`config.mk`:
```
export PLATFORM = sky130hd
export DESIGN_NAME = irq_two_bank_ctrl
export DESIGN_NICKNAME = d
export VERILOG_FILES = /design/src/rtl/irqc_pkg.sv /design/src/rtl/irqc_sync.sv /design/src/rtl/irqc_bank.sv /design/src/rtl/irq_two_bank_ctrl.sv
export SDC_FILE = /design/constraint.sdc
export NUM_CORES = 1
export LEC_CHECK = 0
export ABC_AREA = 0
export BUFFER_PORTS_ARGS = -buffer_cell sky130_fd_sc_hd__buf_2
export CAP_MARGIN = 20
export CORE_UTILIZATION = 36
export DETAILED_ROUTE_END_ITERATION = 6
export PLACE_DENSITY = 0.6
export SLEW_MARGIN = 20
export SYNTH_ARGS = -nofsm -noshare
export SYNTH_HDL_FRONTEND = slang
export SYNTH_SLANG_ARGS = --single-unit
export TNS_END_PERCENT = 100
```
`constraint.sdc`:
```
create_clock -name clk -period 9.8 [get_ports clk]
set_input_delay 1.47 -clock clk [delete_from_list [all_inputs] [get_ports clk]]
set_output_delay 1.47 -clock clk [all_outputs]
set_load 0.005 [all_outputs]
```
`src/rtl/irqc_pkg.sv`:
```
package irqc_pkg;
  // Register offsets inside one bank (decoded by software, so fixed)
  localparam logic [3:0] OFF_PEND = 4'h0;
  localparam logic [3:0] OFF_MASK = 4'h4;
  localparam logic [3:0] OFF_CLR  = 4'h8;
  localparam logic [3:0] OFF_LVL  = 4'hC;
  // Byte offset of the first bank inside the window
  localparam int unsigned BANK_BASE = 16;
  localparam int unsigned NUM_BANKS = 2;
endpackage

```
`src/rtl/irqc_sync.sv`:
```
module irqc_sync #(
  parameter int unsigned WIDTH  = 64,
  parameter int unsigned STAGES = 2
) (
  input  logic             clk,
  input  logic             rst_n,
  input  logic [WIDTH-1:0] din,
  output logic [WIDTH-1:0] dout
);
  logic [STAGES-1:0][WIDTH-1:0] stg_q;

  always_ff @(posedge clk or negedge rst_n) begin
    if (!rst_n) stg_q[0] <= '0;
    else        stg_q[0] <= din;
  end

  for (genvar s = 1; s < STAGES; s++) begin : g_stage
    always_ff @(posedge clk or negedge rst_n) begin
      if (!rst_n) stg_q[s] <= '0;
      else        stg_q[s] <= stg_q[s-1];
    end
  end

  assign dout = stg_q[STAGES-1];
endmodule

```
`src/rtl/irqc_bank.sv`:
```
module irqc_bank #(
  parameter int unsigned         WIDTH   = 32,
  parameter logic [WIDTH-1:0]    LVL_SET = '0
) (
  input  logic             clk,
  input  logic             rst_n,
  input  logic [WIDTH-1:0] src_lvl,
  input  logic             mask_we,
  input  logic             clr_we,
  input  logic [WIDTH-1:0] wdata,
  output logic [WIDTH-1:0] pend_o,
  output logic [WIDTH-1:0] lvl_o,
  output logic [WIDTH-1:0] mask_o,
  output logic             req_o
);
  logic [WIDTH-1:0] pend_q, pend_d;
  logic [WIDTH-1:0] lvl_q;
  logic [WIDTH-1:0] mask_q;
  logic [WIDTH-1:0] rise, clr_eff;

  // next-state
  always_comb begin
    rise    = src_lvl & ~lvl_q;
    clr_eff = clr_we ? (wdata & ~LVL_SET) : '0;
    // a new edge in the same cycle as a clear wins
    pend_d  = (pend_q & ~clr_eff) | (rise & ~LVL_SET);
  end

  // registers
  always_ff @(posedge clk or negedge rst_n) begin
    if (!rst_n) begin
      pend_q <= '0;
      lvl_q  <= '0;
    end else begin
      pend_q <= pend_d;
      lvl_q  <= src_lvl;
    end
  end

  always_ff @(posedge clk or negedge rst_n) begin
    if (!rst_n)       mask_q <= '0;
    else if (mask_we) mask_q <= wdata;
  end

  assign req_o  = |((pend_q | (lvl_q & LVL_SET)) & mask_q);
  assign pend_o = pend_q;
  assign lvl_o  = lvl_q;
  assign mask_o = mask_q;
endmodule

```
`src/rtl/irq_two_bank_ctrl.sv`:
```
module irq_two_bank_ctrl #(
  parameter int unsigned      BANK_W      = 32,
  parameter int unsigned      ADDR_W      = 12,
  parameter int unsigned      SYNC_STAGES = 2,
  parameter bit               BIG_ENDIAN  = 1'b0,
  parameter logic [BANK_W-1:0] LVL_SET_A  = '0,
  parameter logic [BANK_W-1:0] LVL_SET_B  = 32'h1FF0_0000
) (
  input  logic                             clk,
  input  logic                             rst_n,
  input  logic [irqc_pkg::NUM_BANKS*BANK_W-1:0] irq_in,
  input  logic [ADDR_W-1:0]                bus_addr,
  input  logic                             bus_wr,
  input  logic [BANK_W-1:0]                bus_wdata,
  output logic [BANK_W-1:0]                bus_rdata,
  output logic                             cpu_irq
);
  import irqc_pkg::*;

  localparam int unsigned NB     = NUM_BANKS;
  localparam int unsigned NUM_IN = NB * BANK_W;
  localparam int unsigned NBYTES = BANK_W / 8;
  localparam int unsigned IDX_W  = ADDR_W - 4;

  // reset: asserted asynchronously, released on the clock
  logic [1:0] rst_pipe;
  logic       rst_int_n;
  always_ff @(posedge clk or negedge rst_n) begin
    if (!rst_n) rst_pipe <= 2'b00;
    else        rst_pipe <= {rst_pipe[0], 1'b1};
  end
  assign rst_int_n = rst_pipe[1];

  // input synchronizer
  logic [NUM_IN-1:0] irq_sync;
  irqc_sync #(.WIDTH(NUM_IN), .STAGES(SYNC_STAGES)) u_sync (
    .clk(clk), .rst_n(rst_int_n), .din(irq_in), .dout(irq_sync)
  );

  // byte lanes
  logic [BANK_W-1:0] wd_sw, rd_raw;
  if (BIG_ENDIAN) begin : g_swap
    for (genvar k = 0; k < NBYTES; k++) begin : g_byte
      assign wd_sw[8*k +: 8]     = bus_wdata[8*(NBYTES-1-k) +: 8];
      assign bus_rdata[8*k +: 8] = rd_raw[8*(NBYTES-1-k) +: 8];
    end
  end else begin : g_noswap
    assign wd_sw     = bus_wdata;
    assign bus_rdata = rd_raw;
  end

  // address decode
  logic [ADDR_W-1:0] rel_addr;
  logic [IDX_W-1:0]  bank_idx;
  logic [3:0]        off;
  logic [NB-1:0]     sel_b;
  assign rel_addr = bus_addr - ADDR_W'(BANK_BASE);
  assign bank_idx = rel_addr[ADDR_W-1:4];
  assign off      = bus_addr[3:0];

  logic [NB-1:0][BANK_W-1:0] pend_b, lvl_b, mask_b;
  logic [NB-1:0]             req_b;

  for (genvar b = 0; b < NB; b++) begin : g_bank
    localparam logic [BANK_W-1:0] CFG = (b == 0) ? LVL_SET_A : LVL_SET_B;
    assign sel_b[b] = (bank_idx == IDX_W'(b));
    irqc_bank #(.WIDTH(BANK_W), .LVL_SET(CFG)) u_bank (
      .clk     (clk),
      .rst_n   (rst_int_n),
      .src_lvl (irq_sync[(NB-1-b)*BANK_W +: BANK_W]),
      .mask_we (bus_wr && sel_b[b] && (off == OFF_MASK)),
      .clr_we  (bus_wr && sel_b[b] && (off == OFF_CLR)),
      .wdata   (wd_sw),
      .pend_o  (pend_b[b]),
      .lvl_o   (lvl_b[b]),
      .mask_o  (mask_b[b]),
      .req_o   (req_b[b])
    );
  end

  // read mux
  always_comb begin
    rd_raw = '0;
    for (int b = 0; b < NB; b++) begin
      if (sel_b[b]) begin
        case (off)
          OFF_PEND: rd_raw = pend_b[b];
          OFF_MASK: rd_raw = mask_b[b];
          OFF_LVL:  rd_raw = lvl_b[b];
          default:  rd_raw = '0;
        endcase
      end
    end
  end

  // registered request
  logic irq_d, irq_q;
  assign irq_d = |req_b;
  always_ff @(posedge clk or negedge rst_int_n) begin
    if (!rst_int_n) irq_q <= 1'b0;
    else            irq_q <= irq_d;
  end
  assign cpu_irq = irq_q;
endmodule

```
Yosys cells after proc, flatten, opt, wreduce, memory -nomap -nowiden
Index checks and enable logic that the tools add are counted.
{ "word_totals": {"elab_cells": 43, "rom_bits": 0, "ramBits": 0, "regBits": 323, "latch_bits": 0, "n_memories": 0} }
{ "classes": {"mux": 6, "n_reduce_logical": 9, "eq_ne": 4, "bitwise": 13, "add_sub_neg": 1, "n_shift": 0, "n_lt_le_gt_ge": 0, "n_mul": 0, "div": 0} }
{ "ops": {"columns": ["operator", "count"], "rows": [
  ["32-bit bitwise AND", 6],
  ["32-bit case mux with 3 select lines", 2],
  ["32-bit 2-to-1 mux", 4],
  ["32-bit inverter", 4],
  ["32-bit OR", 2],
  ["64-bit OR reduction", 1],
  ["32-bit by 29-bit OR with 32-bit output", 1],
  ["12-bit by 5-bit subtractor with 12-bit output, second input constant", 1],
  ["4-bit == test, second input constant", 2],
  ["8-bit by 1-bit == test with 1-bit output, second input constant", 1],
  ["8-bit logical NOT", 1],
  ["1-bit logical AND", 6],
  ["4-bit by 3-bit == test with 1-bit output, second input constant", 1],
  ["4-bit logical NOT", 1]
]} }

Longest topological paths before layout
Gate-level depths: netlist (run 1).
{ "depth": {"word_depth": 8, "ltp_mapped": 6, "mapped_depth_nobuf": 4} }

Modules after synthesis
A second synthesis (run 1) with hierarchy kept.
{ "hier_totals": {"hier_cells": 933, "area_unflattened_um2": 12215.5} }
{ "modules_own_cells": {"columns": ["module", "n_inst", "seq_area_each_um2", "cells_per_inst", "area_each_um2"], "rows": [
  ["irqc_sync", 1, 3203.1, 192, 3683.5],
  ["irqc_bank at g_bank[0].u_bank", 1, 2402.3, 284, 3475.8],
  ["irqc_bank at g_bank[1].u_bank", 1, 2177.1, 248, 3171.8],
  ["irq_two_bank_ctrl", 1, 75.1, 209, 1884.3]
]} }

Least setup slack after synthesis (run 1)
No wires, ideal clock.
{ "synth_path": {"kind": "in2out", "start": "input bus_addr[6]", "end": "output bus_rdata[26]", "arrival_ps": 2908, "t_required_ps": 8330, "slack_ps": 5422, "path_buffers": 2, "cell_stages": 6, "cell_sequence": "nor4_2 > nand4b_2 > or4_1 > buf_2 > buf_6 > o22ai_1"} }
{ "synth_between": {"elab_chain_len": 4} }
{ "synth_rtl": {"columns": ["element", "line_no", "source"], "rows": [
  ["start: declaration", "irq_two_bank_ctrl.sv:12", "input logic [ADDR_W-1:0] bus_addr,"],
  ["12-bit by 5-bit subtractor with 12-bit output (*)", "irq_two_bank_ctrl.sv:57", "assign rel_addr = bus_addr - ADDR_W'(BANK_BASE);"],
  ["8-bit logical NOT", "irq_two_bank_ctrl.sv:66", "assign sel_b[b] = (bank_idx == IDX_W'(b));"],
  ["32-bit 2-to-1 mux", "irq_two_bank_ctrl.sv:85", "if (sel_b[b]) begin"],
  ["32-bit 2-to-1 mux (*)", "irq_two_bank_ctrl.sv:85", null],
  ["end: declaration", "irq_two_bank_ctrl.sv:15", "output logic [BANK_W-1:0] bus_rdata,"]
]} }
Mark *: on every way between the ends. The rest lies on a longest branch, timed or not.

Worst setup path after layout (run 1)
{ "layout_path": {"start": "input bus_addr[6]", "end": "output bus_rdata[20]"} }
The elaborated chain is that of the path after synthesis.

==> flow_summary.ini, run 1 <==
[final_layout]
instances_no_fill = 1390
final_common_cell = dfrtp_1
final_cell_mix = 313 x dfrtp_1, 143 x buf_2, 119 x mux2_2
diodes = 0
drive_above_1_share_pct = 33.60
layout.nets = 1080
syn_to_final_growth_pct = 20.16
fill_cells = 2846

[placement]
dp_hpwl_mm = 19.47
place_congestion = 0.7899
post-place-cells = 1328
port_buffers = 143
pre_cts_slack_ns = 4.344

[sta]
hold_viol = 0
rsz0062_at_grt = false
max_freq_mhz = 183.9
finalSetupViolations = 0
maxSlewViolCount = 0
tightest_slew_ns = 1.077
fin_crit_sh_pct = 55.50
period_needed_ns = 5.439
finalClockSkew_ns = 0.02108
timing.final.ws_setup_ns = 4.361
relSlewSlack_pct = 28.22
fin_setup_tns_ns = 0

[global_route]
grt_pass1_vias = 7722
grt_first_pass_wirelength_mm = 47.13
antenna_found_initial = 3
grt_usage_pct = 19.09
grt_max_degree = 189
grt.overflow.total = 0

[outcome]
run_status = completed

[routing]
num_vias = 7285
drc = 0
routed_wl_mm = 30.53
drt-vias-per-instance = 5.241
ant_nets = 0
drt_iter0_drc = 376
wire_per_inst_um = 21.96
drt_pre_antenna_iters = 5

[critical_path]
critPathKind = primary input to output port
reg2reg_slack_ns = 7.81
cp-endpoint = bus_rdata[20]
r2r_cells = 4
cp-startpoint = bus_addr[6]
reg2reg_to = cpu_irq$_DFF_PN0_
cp.required_ns = 8.33
crit_arrival_ns = 3.97
r2r_start = g_bank[1].u_bank.pend_o[19]$_DFF_PN0_
path_max_fanout = 34
cp-start-kind = primary input
cp-end-kind = output port

[power_and_ir_drop]
p_per_area_nw_per_um2 = 202.9
ir_drop_v = 0.0001123
p_leak_nw = 6.149
design_power_total_w = 0.002793

[yosys]
synth.avg_cell_area_um2 = 13.94
synth_cells = 822
ys_seq_area_share_pct = 68.60
yosysTopAreaCellShare_pct = 68.60
synth_area_leaders = dfrtp_1 69%, mux2_2 12%, o21ai_0 4.4%
synth-seq-cells = 314
yosysTopAreaCell = dfrtp_1
netlist_area_um2 = 11450
yosysUniqueCellTypes = 27
postSynthNetCount = 933
yosys_warnings = 0

[cts]
numClockSinks = 314
clk_pin_slew_ns = 0.06
cts_resized = 0
cts_buffers = 35
root_buffer = clkbuf_16
cts.path.max_buffers = 3
post_cts_buffers = 0
cts_tree = built
cts_max_level = 2
insertion_delay_ns = 0.51
cts_hold_repair.buffers = 0

[flow_run]
maxCapViolations = 0

[floorplan]
core_um2 = 30910
die_width_um = 180.4
die_area_um2 = 32540
die_h_um = 180.4
row_count = 64
start_util_pct = 37.06
ios = 144

[hold_path]
worst_hold_path_type = flop to flop
[kinds of logic (layout without fill, tap and decap cells)]
logic type / Yosys count / in the layout / share of synthesized area, %
muxes: 128 / 128 / 12.49
DFF: 314 / 314 / 68.60
other: 1 / 1 / 0.03274
buffers and inverters: 99 / 271 / 3.626
and+or+nand+nor: 51 / 51 / 2.654
AOI/OAI and AO/OA: 229 / 229 / 12.61
[cell usage after synthesis]
cell type  number
o22ai_1        32
nand3_1        32
a22o_1         16
or4_1           3
nor2_1          3
nand4b_1        1
a22oi_1        55
nor4b_1         1
o21ai_0       101
nand4b_2        1
nand4_1         4
buf_6           4
inv_1          55
nor4_2          2
nor2b_1         1
conb_1          1
clkbuf_1       27
o21ai_1         9
nand3b_1        1
nand2b_1        1
a221oi_1       16
buf_1           2
mux2i_1         9
buf_2          11
nor3b_1         1
mux2_2        119
dfrtp_1       314
[layout make-up]
| class | count | area [µm²] | share of cell area [%] |
|---|---|---|---|
| clock inverters | 9 | 148.9 | 1.082 |
| flip-flops and latches | 314 | 7861 | 57.11 |
| multi-input cells | 409 | 3218 | 23.38 |
| inverters | 55 | 206.4 | 1.500 |
| well taps | 396 | 495.5 | 3.600 |
| repair buffers | 154 | 810.8 | 5.890 |
| clock buffers | 53 | 1023 | 7.436 |
[through the flow]
stage / instance area (µm²) / utilization, % / hold slack [ns]
after CTS: 13760 / 44.52 / 0.3471
after floorplan: 11450 / - / 0.3312
after global routing: 13760 / 44.53 / 0.3523
final: 13760 / 44.53 / 0.3427
after global placement: 12590 / 40.72 / 0.3329
after detailed placement: 12590 / 40.72 / 0.3347
[sequential cells by signal, summed over array words and instances, names as in the netlist]
name and flops:
u_sync.stg_q 64, g_bank.u_bank.lvl_o 64, g_bank.u_bank.pend_o 55, cpu_irq 1, g_bank.u_bank.mask_o 64, rst_pipe 2
u_sync.dout 64
[how the worst min path moves through the flow]
| stage | from | to | cells after the start |
|---|---|---|---|
| 4_1_cts | u_sync.stg_q[62]$_DFF_PN0_ | u_sync.dout[62]$_DFF_PN0_ | 0 |
| 6_report | u_sync.stg_q[41]$_DFF_PN0_ | u_sync.dout[41]$_DFF_PN0_ | 0 |
| 5_1_grt | u_sync.stg_q[46]$_DFF_PN0_ | u_sync.dout[46]$_DFF_PN0_ | 0 |
| 3_3_place_gp | u_sync.stg_q[58]$_DFF_PN0_ | u_sync.dout[58]$_DFF_PN0_ | 0 |
| 2_1_floorplan | u_sync.dout[20]$_DFF_PN0_ | g_bank[1].u_bank.lvl_o[20]$_DFF_PN0_ | 0 |
| 3_5_place_dp | u_sync.stg_q[25]$_DFF_PN0_ | u_sync.dout[25]$_DFF_PN0_ | 0 |
[per-layer routing]
metal / GRT usage (%) / share of wire [%] / wire, µm
met4: 5.675 / 1.7 / 534
met1: 27.19 / 47 / 14360
met5: 0 / 0.13 / 41
met2: 29.92 / 46 / 14160
met3: 3.234 / 4.7 / 1429
[critical path, stage by stage]
cell	delay, ns
buf_2	0.10
nor4_2	0.33
nand4b_2	0.13
buf_4	0.31
or4_2	1.11
o22ai_1	0.33
buf_2	0.16
[report_power, final]
part | total (W) | internal, W | switching, W
clock network | 0.00132 | 0.000803 | 0.000517
logic | 0.000109 | 0.0000424 | 0.0000663
registers | 0.00136 | 0.00134 | 0.0000243
total | 0.00279 | 0.00219 | 0.000607
Note: power is estimated with default switching activity, not from simulation.
==> inputs of run 2 (changes only) <==
PLACE_DENSITY = 0.58   (was 0.6)
clock period = 5.1 ns   (was 9.8 ns; I/O delays follow)
==> run 2 against run 1 <==
  * Final cell count grew 0.43%
  * Largest power group unchanged
  * Utilization grew 0.097 points
  * Clock-buffer cell count shrank 5
  * First-iteration DRC count grew 8.2%
  * Flip-flop and latch count is the same
  * Critical path depth grew 1
  * Clock power grew 89%
  * Global-route usage grew 0.064 points
  * Worst hold slack lost 0.31 ns
  * Total power grew 90%
==> flow_summary.ini, run 2 (synthesized netlist as in run 1, its figures left out) <==
[floorplan]
die_area_um2 = 32540
ios = 144
die_h_um = 180.4
row_count = 64
start_util_pct = 37.06
die_width_um = 180.4
core_um2 = 30910

[sta]
fin_crit_sh_pct = 76.16
period_needed_ns = 3.884
maxSlewViolCount = 0
fin_setup_tns_ns = 0
relSlewSlack_pct = 36.35
tightest_slew_ns = 0.9548
timing.final.ws_setup_ns = 1.216
hold_viol = 0
rsz0062_at_grt = false
finalSetupViolations = 0
finalClockSkew_ns = 0.01316
max_freq_mhz = 257.5

[cts]
root_buffer = clkbuf_16
cts_hold_repair.buffers = 0
cts.path.max_buffers = 3
cts_max_level = 2
clk_pin_slew_ns = 0.05
numClockSinks = 314
cts_resized = 0
cts_buffers = 35
post_cts_buffers = 0
cts_tree = built
insertion_delay_ns = 0.51

[critical_path]
cp.required_ns = 4.34
cp-end-kind = output port
critPathKind = primary input to output port
cp-start-kind = primary input
path_max_fanout = 26
crit_arrival_ns = 3.12

[final_layout]
regArea_um2 = 7861
drive_above_1_share_pct = 34.14
instances_no_fill = 1396
final_area_um2 = 13790
multi_input_area_um2 = 3212
fin_util_pct = 44.63
syn_to_final_growth_pct = 20.43
final_common_cell = dfrtp_1
final_cell_mix = 313 x dfrtp_1, 143 x buf_2, 119 x mux2_2
layout.nets = 1085
fill_cells = 2840

[placement]
postPlaceCellArea_um2 = 12640
port_buffers = 143
dp_hpwl_mm = 20.28
pre_cts_slack_ns = 1.180
place_congestion = 0.8055
post-place-cells = 1333

[routing]
num_vias = 7291
wire_per_inst_um = 21.93
drc = 0
ant_nets = 0
drt-vias-per-instance = 5.223
routed_wl_mm = 30.61
drt_pre_antenna_iters = 5
drt_iter0_drc = 407

[global_route]
grt_max_degree = 176
antenna_found_initial = 5
grt_first_pass_wirelength_mm = 47.06
grt_usage_pct = 19.16
grt_pass1_vias = 7654
grt.overflow.total = 0

[hold_path]
worst_hold_path_type = primary input to async pin

[power_and_ir_drop]
p_per_area_nw_per_um2 = 385.5
p_leak_nw = 6.178
ir_drop_v = 0.0002841

[flow_run]
maxCapViolations = 0

[outcome]
run_status = completed
==> run 2: changes by cell type in the layout (fill, tap and decap cells not counted), sizes merged <==
cell / change
buf: +5
clkbuf: -5
clkinv: +1
diode: +4
inv: +1
==> run 2: through the flow <==
stage               hold slack, ns  power [W]
finish                     0.03755   0.005317
detailed placement          0.3347   0.002881
CTS                        0.01705   0.005382
global placement            0.3335   0.002880
global route               0.02570   0.005515
floorplan                   0.3312   0.002758
==> run 2: worst paths after layout <==
path / startpoint / to / slack, ns / cells after the start
max: bus_addr[6] / bus_rdata[7] / 1.22 / 8
min: rst_n / rst_pipe[0]$_DFF_PN0_ / 0.04 / 1
max reg2reg: g_bank[1].u_bank.pend_o[19]$_DFF_PN0_ / cpu_irq$_DFF_PN0_ / 3.21 / 4
min reg2reg: rst_pipe[1]$_DFF_PN0_ / u_sync.dout[46]$_DFF_PN0_ / 0.32 / 0
max in group asynchronous: rst_pipe[1]$_DFF_PN0_ / g_bank[1].u_bank.mask_o[6]$_DFFE_PN0P_ / 3.43 / 1
min in group clk: u_sync.stg_q[16]$_DFF_PN0_ / u_sync.dout[16]$_DFF_PN0_ / 0.34 / 0
==> run 2: where the power goes <==
group          switching, W  internal (W)
Combinational      0.000128     0.0000833
Clock              0.000961       0.00152
Sequential        0.0000459       0.00257
==> run 2: critical path, stage by stage <==
cell	delay (ns)
buf_2	0.10
nor4_2	0.35
nand4b_1	0.14
buf_4	0.28
or4_1	0.82
buf_8	0.30
o22ai_1	0.18
buf_2	0.14
==> run 2: layout make-up <==
cell class | count | share of cell area (%)
antenna | 4 | 0.07256
clock buffer | 48 | 7.283
clock inverter | 11 | 0.9887
inverter | 55 | 1.497
multi-input combinational | 409 | 23.28
sequential | 314 | 56.99
tap | 396 | 3.592
timing repair buffer | 159 | 6.295
==> run 2: routing by layer <==
layer  routed length (µm)  vias to the layer above  GRT usage [%]  share of wire (%)
met3                 1465                       60          3.416                4.8
li1                     -                     3302              -                  -
met4                  927                        2          7.282                3.0
met2                14090                      212          29.30                 46
met5                   13                        -              0              0.042
met1                14120                     3715          27.18                 46
